**src/rtl/tbp_pkg.sv**
```systemverilog
package tbp_pkg;

    typedef enum logic {
        MODE_PULSE = 1'b0,
        MODE_GATED = 1'b1
    } burst_mode_e;

    function automatic int cnt_w(input int n);
        return (n > 1) ? $clog2(n) : 1;
    endfunction

endpackage

```
**src/rtl/tbp_sync_edge.sv**
```systemverilog
module tbp_sync_edge (
    input  logic clk,
    input  logic rst,
    input  logic async_in,
    output logic rise
);
    logic [2:0] stage_q;

    always_ff @(posedge clk) begin
        if (rst) stage_q <= '0;
        else     stage_q <= {stage_q[1:0], async_in};
    end

    assign rise = stage_q[1] & ~stage_q[2];


    single_rise_chk: assert property (@(posedge clk) disable iff (rst)
        rise |=> !rise);

endmodule

```
**src/rtl/tbp_interval_timer.sv**
```systemverilog
module tbp_interval_timer
    import tbp_pkg::*;
#(
    parameter int PERIOD_TICKS = 40,
    parameter int BURST_CYCLES = 2
) (
    input  logic                                clk,
    input  logic                                rst,
    input  logic                                start,
    input  logic                                mode_in,
    output logic                                run,
    output logic                                restart,
    output logic [cnt_w(BURST_CYCLES)-1:0]      idx,
    output burst_mode_e                         mode_q,
    output logic [cnt_w(PERIOD_TICKS)-1:0]      cnt
);
    localparam int CW = cnt_w(PERIOD_TICKS);
    localparam int IW = cnt_w(BURST_CYCLES);
    localparam logic [CW-1:0] CNT_LAST = CW'(PERIOD_TICKS - 1);
    localparam logic [IW-1:0] IDX_LAST = IW'(BURST_CYCLES - 1);

    always_ff @(posedge clk) begin
        if (rst) begin
            run    <= 1'b0;
            cnt    <= '0;
            idx    <= '0;
            mode_q <= MODE_PULSE;
        end else if (start) begin
            run    <= 1'b1;
            cnt    <= '0;
            idx    <= '0;
            mode_q <= burst_mode_e'(mode_in);
        end else if (run) begin
            if (cnt == CNT_LAST) begin
                cnt <= '0;
                if (idx == IDX_LAST) begin
                    run <= 1'b0;
                    idx <= '0;
                end else begin
                    idx <= idx + 1'b1;
                end
            end else begin
                cnt <= cnt + 1'b1;
            end
        end
    end

    assign restart = run && !start && (cnt == CNT_LAST) && (idx != IDX_LAST);


    mode_hold_chk: assert property (@(posedge clk) disable iff (rst)
        (run && !start) |=> $stable(mode_q));


    idle_index_chk: assert property (@(posedge clk) disable iff (rst)
        !run |-> (idx == '0));

endmodule

```
**src/rtl/tbp_oneshot.sv**
```systemverilog
module tbp_oneshot
    import tbp_pkg::*;
#(
    parameter int PERIOD_TICKS = 40
) (
    input  logic                            clk,
    input  logic                            rst,
    input  logic                            go,
    output logic                            active,
    output logic [cnt_w(PERIOD_TICKS)-1:0]  tick
);
    localparam int CW = cnt_w(PERIOD_TICKS);
    localparam logic [CW-1:0] TICK_LAST = CW'(PERIOD_TICKS - 1);

    always_ff @(posedge clk) begin
        if (rst) begin
            active <= 1'b0;
            tick   <= '0;
        end else if (go) begin
            active <= 1'b1;
            tick   <= '0;
        end else if (active) begin
            if (tick == TICK_LAST) begin
                active <= 1'b0;
                tick   <= '0;
            end else begin
                tick <= tick + 1'b1;
            end
        end
    end


    full_period_chk: assert property (@(posedge clk) disable iff (rst)
        $fell(active) |-> ($past(tick) == TICK_LAST));

endmodule

```
**src/rtl/tbp_carrier.sv**
```systemverilog
module tbp_carrier
    import tbp_pkg::*;
#(
    parameter int CARRIER_TICKS = 6
) (
    input  logic clk,
    input  logic rst,
    input  logic align,
    output logic carrier_hi
);
    localparam int KW = cnt_w(CARRIER_TICKS);
    localparam logic [KW-1:0] PH_LAST = KW'(CARRIER_TICKS - 1);

    logic [KW-1:0] phase_q;

    always_ff @(posedge clk) begin
        if (rst || align)           phase_q <= '0;
        else if (phase_q == PH_LAST) phase_q <= '0;
        else                         phase_q <= phase_q + 1'b1;
    end

    assign carrier_hi = int'(phase_q) < (CARRIER_TICKS / 2);

endmodule

```
**src/rtl/trig_burst_pwm.sv**
```systemverilog
module trig_burst_pwm
    import tbp_pkg::*;
#(
    parameter int PERIOD_TICKS  = 40,
    parameter int HIGH_TICKS    = 15,
    parameter int CARRIER_TICKS = 6,
    parameter int BURST_CYCLES  = 2
) (
    input  logic                               clk,
    input  logic                               rst,
    input  logic                               trig_in,
    input  logic                               mode_sel,
    output logic                               pwm_out,
    output logic                               busy,
    output logic [cnt_w(BURST_CYCLES)-1:0]     cycle_idx
);
    localparam int CW = cnt_w(PERIOD_TICKS);
    localparam int IW = cnt_w(BURST_CYCLES);

    logic          trig_rise;
    logic          tmr_run;
    logic          tmr_restart;
    logic [IW-1:0] tmr_idx;
    logic [CW-1:0] tmr_cnt;
    burst_mode_e   burst_mode;
    logic          os_active;
    logic [CW-1:0] os_tick;
    logic          carrier_hi;
    logic          pulse_level;
    logic          gated_level;

    tbp_sync_edge u_sync (
        .clk      (clk),
        .rst      (rst),
        .async_in (trig_in),
        .rise     (trig_rise)
    );

    tbp_interval_timer #(
        .PERIOD_TICKS (PERIOD_TICKS),
        .BURST_CYCLES (BURST_CYCLES)
    ) u_timer (
        .clk     (clk),
        .rst     (rst),
        .start   (trig_rise),
        .mode_in (mode_sel),
        .run     (tmr_run),
        .restart (tmr_restart),
        .idx     (tmr_idx),
        .mode_q  (burst_mode),
        .cnt     (tmr_cnt)
    );

    tbp_oneshot #(
        .PERIOD_TICKS (PERIOD_TICKS)
    ) u_oneshot (
        .clk    (clk),
        .rst    (rst),
        .go     (trig_rise | tmr_restart),
        .active (os_active),
        .tick   (os_tick)
    );

    tbp_carrier #(
        .CARRIER_TICKS (CARRIER_TICKS)
    ) u_carrier (
        .clk        (clk),
        .rst        (rst),
        .align      (trig_rise),
        .carrier_hi (carrier_hi)
    );

    assign pulse_level = os_active && (int'(os_tick) < HIGH_TICKS);
    assign gated_level = os_active && (tmr_idx == '0) && carrier_hi;

    always_comb begin
        case (burst_mode)
            MODE_GATED: pwm_out = gated_level;
            default:    pwm_out = pulse_level;
        endcase
    end

    assign busy      = tmr_run;
    assign cycle_idx = tmr_idx;


    reset_idle_chk: assert property (@(posedge clk)
        rst |=> (!busy && !pwm_out));


    restart_aligned_chk: assert property (@(posedge clk) disable iff (rst)
        tmr_restart |-> (os_active && os_tick == tmr_cnt));


    gated_off_chk: assert property (@(posedge clk) disable iff (rst)
        (burst_mode == MODE_GATED && tmr_idx != '0) |-> !pwm_out);


    busy_match_chk: assert property (@(posedge clk) disable iff (rst)
        busy == os_active);

endmodule

```
**config.mk**
```make
export PLATFORM = sky130hd
export DESIGN_NAME = trig_burst_pwm
export DESIGN_NICKNAME = d
export VERILOG_FILES = /design/src/rtl/tbp_pkg.sv /design/src/rtl/tbp_sync_edge.sv /design/src/rtl/tbp_interval_timer.sv /design/src/rtl/tbp_oneshot.sv /design/src/rtl/tbp_carrier.sv /design/src/rtl/trig_burst_pwm.sv
export SDC_FILE = /design/constraint.sdc
export NUM_CORES = 1
export LEC_CHECK = 0
export BUFFER_PORTS_ARGS = -buffer_cell sky130_fd_sc_hd__buf_2
export CORE_MARGIN = 5
export CORE_UTILIZATION = 51
export DETAILED_ROUTE_END_ITERATION = 8
export PLACE_DENSITY = 0.72
export SYNTH_ARGS = -nofsm -noshare
export SYNTH_HDL_FRONTEND = slang
export SYNTH_SLANG_ARGS = --single-unit
```
**constraint.sdc**
```tcl
create_clock -name clk -period 1.4 [get_ports clk]
set_clock_uncertainty 0.1 [all_clocks]
set_input_delay 0.28 -clock clk [delete_from_list [all_inputs] [get_ports clk]]
set_output_delay 0.28 -clock clk [all_outputs]
set_load 0.02 [all_outputs]
```
==> run_results.csv <==
group,metric,value,unit
timing,rsz0062_at_grt,"true",
yosys,synth_area_per_cell,9.41,sq um
yosys,seq_area_frac_synth,45.0,%
worst_setup_path,cp.required,1.02,ns
power_and_ir_drop,pwr-share-clk,31.2,%
yosys,yosysWarnings,0,
routing,first_pass_iters,4,
cells_and_area,mostFrequentLayoutCells,"buf_4, nand2_1, dfxtp_1, nor2_1, dfxtp_2",
power_and_ir_drop,power,0.00109,W
clock_network,cts.sinks,22,
grt,grt_pass1_wl,3830,microns
cells_and_area,n_fill_cell,145,
floorplan,start_util,54.9,%
timing,maxSlewViolCount,0,
cells_and_area,drive_gt1_share,35.2,%
worst_hold_path,hold_start,"mode_sel",
timing,fin_ws,-0.195,ns
floorplan,die_h,53.8,microns
power_and_ir_drop,p_sw_share,22.6,%
cells_and_area,num_antenna_cells,0,
routing,postRouteAntennaNets,0,
grt,grt_use_total,18.9,%
worst_setup_path,path_max_fanout,2,
worst_setup_path,start_kind,"flop",
cells_and_area,syn2layout_area_growth,28.8,%
timing,hold_viol,0,
worst_setup_path,r2r_slack,-0.17,ns
timing,timing.fmax,0.627,GHz
yosys,netlist-cell-type-count,27,
worst_setup_path,r2r-start,"u_oneshot.tick[1]",
floorplan,die_width,53.8,microns
grt,grt_max_degree,13,
yosys,yosysTopAreaCell,"dfxtp_1",
cells_and_area,final_cells,153,
worst_hold_path,hold_path_end,"u_timer.mode_q",
timing,worst_slew_pin_slew,0.405,ns
routing,vias_per_cell,5.44,
routing,wire_per_inst,14.8,microns
routing,route.detailed.drc,0,
grt,antenna_found_initial,0,
yosys,syn_nets,112,
place,place.gp.congestion,0.681,
timing,fin_crit_sh,114,%
yosys,ys_top_cells_by_area,"dfxtp_1, ha_1, nand2_1",
floorplan,io_pins,7,
worst_setup_path,r2r_cells,6,
clock_network,cts_max_path_buffers,2,
yosys,synth.top_cell.area_share,45.0,%
outcome,status,"finished with violations",
cells_and_area,final_common_cell,"buf_4",
yosys,netlist_area,978,sq um
clock_network,root_buffer,"clkbuf_4",
grt,grt_overflow,0,
worst_setup_path,endpoint_kind,"output pin",
power_and_ir_drop,p_seq_share,60.7,%
clock_network,cts.htree.levels,1,
outcome,violations,"negative setup slack",
floorplan,core_area,0.00178,sq mm
power_and_ir_drop,p_per_area,862,mW/mm^2
floorplan,placement_rows,15,
worst_setup_path,critical_path_class,"reg2out",
cells_and_area,fin_nets,137,
clock_network,cts_made_buffers,3,
routing,first_iter_violations,12,
worst_setup_path,r2r-end,"u_oneshot.tick[3]",
power_and_ir_drop,p_int,0.000841,W
clock_network,ctsHoldBuffers,0,
clock_network,clkLatencyLatePin,0.30,ns
floorplan,dieArea,0.00289,sq mm
yosys,ys_ff_latch,22,
worst_setup_path,crit_arrival,1.22,ns
place,place_inst,143,
power_and_ir_drop,combPwrFrac,8.2,%
routing,num_vias,832,
power_and_ir_drop,max-vdd-ir-drop,0.827,mV
yosys,netlist_instances,104,
power_and_ir_drop,switchingPower,0.000245,W
worst_hold_path,worstHoldPathType,"in2reg",
clock_network,cts.reportedPaths.clkPinSlew,0.11,ns
place,numPortBuffers,6,
power_and_ir_drop,p_leak,0.466,nW
timing,fin_crit,1.60,ns
grt,grt_pass1_vias,842,
place,hpwl,1510,microns
job,maxCapViolCount,0,
worst_hold_path,hold_depth,3,
timing,setup_viol,5,
timing,slew_headroom,73.0,%
clock_network,tritoncts,"done",
cells_and_area,utilization,70.7,%
routing,drt_wl_total,2260,microns
## power groups by stage
stage          combinational (W)  clock [W]  sequential [W]
2_1_floorplan          0.0000545          0        0.000672
6_report               0.0000887   0.000338        0.000659
4_1_cts                0.0000868   0.000355        0.000661
5_1_grt                 0.000100   0.000389        0.000662
3_3_place_gp           0.0000778          0        0.000673
3_5_place_dp           0.0000805          0        0.000675
## worst max path at each step
stage / slack, ns / end / from / cells past startpoint
3_3_place_gp: 0.04 / pwm_out / u_oneshot.tick[0] / 5
3_5_place_dp: -0.03 / u_timer.cnt[5] / u_timer.cnt[2] / 3
5_1_grt: -0.28 / pwm_out / u_oneshot.tick[1] / 5
6_report: -0.20 / pwm_out / u_oneshot.tick[1] / 5
2_1_floorplan: -0.009 / pwm_out / u_oneshot.tick[0] / 4
4_1_cts: -0.18 / pwm_out / u_oneshot.tick[1] / 5
## cell families (layout without fill, tap and decap cells)
logic type	after synthesis	count (layout)	share of synthesized area [%]
buffers and inverters	4	28	1.92
AND/OR/NAND/NOR	43	43	23.4
XOR/XNOR	4	4	3.58
adder cells (fa/ha/maj)	4	4	5.12
AO/OA/AOI/OAI	24	24	17.9
flip-flops	22	22	45.0
multiplexers	3	3	3.07
## synthesized netlist by cell type (all sizes together)
| cell type | instances |
|---|---|
| a211o | 2 |
| o311ai | 1 |
| nor2b | 4 |
| a31oi | 1 |
| nand2 | 13 |
| nor3 | 1 |
| a21oi | 7 |
| ha | 4 |
| nand2b | 2 |
| a211oi | 4 |
| dfxtp | 22 |
| xor2 | 4 |
| nor2 | 10 |
| nand4b | 1 |
| nand3 | 2 |
| mux2i | 3 |
| inv | 3 |
| buf | 1 |
| or3b | 1 |
| o21ai | 6 |
| nand4 | 4 |
| a221oi | 1 |
| and4bb | 1 |
| or3 | 3 |
| a21o | 1 |
| nand4bb | 1 |
| a21boi | 1 |
## worst max-delay path: stages, from the launching register on
cell	delay (ns)
dfxtp_2	0.36
ha_4	0.17
nand3_2	0.06
nand2_1	0.05
a21boi_1	0.12
buf_4	0.15
## metrics by stage
stage	worst slack [ns]	cell area, sq um	hold slack, ns	setup TNS [ns]
after detailed placement	-0.0310	1100	0.340	-0.0310
after global routing	-0.282	1260	0.114	-0.972
after floorplan	-0.00917	980	0.242	-0.00917
after CTS	-0.180	1200	0.102	-0.383
after global placement	0.0377	1100	0.337	0
final	-0.195	1260	0.109	-0.533
## flip-flops by register name (all words and copies together), names as in the netlist
register	cells
u_carrier.phase_q	3
u_oneshot.active	1
u_oneshot.tick	6
u_sync.stage_q	3
u_timer.cnt	6
u_timer.idx	1
u_timer.mode_q	1
u_timer.run	1
## what timing repair did
| action | in CTS | in global routing |
|---|---|---|
| setup endpoints to repair | 6 | 11 |
| pin swaps | 6 | 2 |
| resized for setup | 13 | 10 |
| buffers inserted | 4 | 2 |
## metal layers
metal  track usage, %  vias to the layer above  share of wire, %
met2             35.7                        6                55
li1                 -                      422                 -
met1             18.9                      402                42
met5                0                        -                 0
met3             6.09                        2               2.2
met4             7.23                        0              0.75
## cell type report
class | count | area [sq um] | area share, %
tap | 25 | 31.3 | 2.48
timing repair buffer | 21 | 149 | 11.8
sequential | 22 | 460 | 36.5
inverter | 3 | 11.3 | 0.894
multi-input combinational | 78 | 572 | 45.4
clock buffer | 4 | 36.3 | 2.88
(Power assumes the default switching activity.)
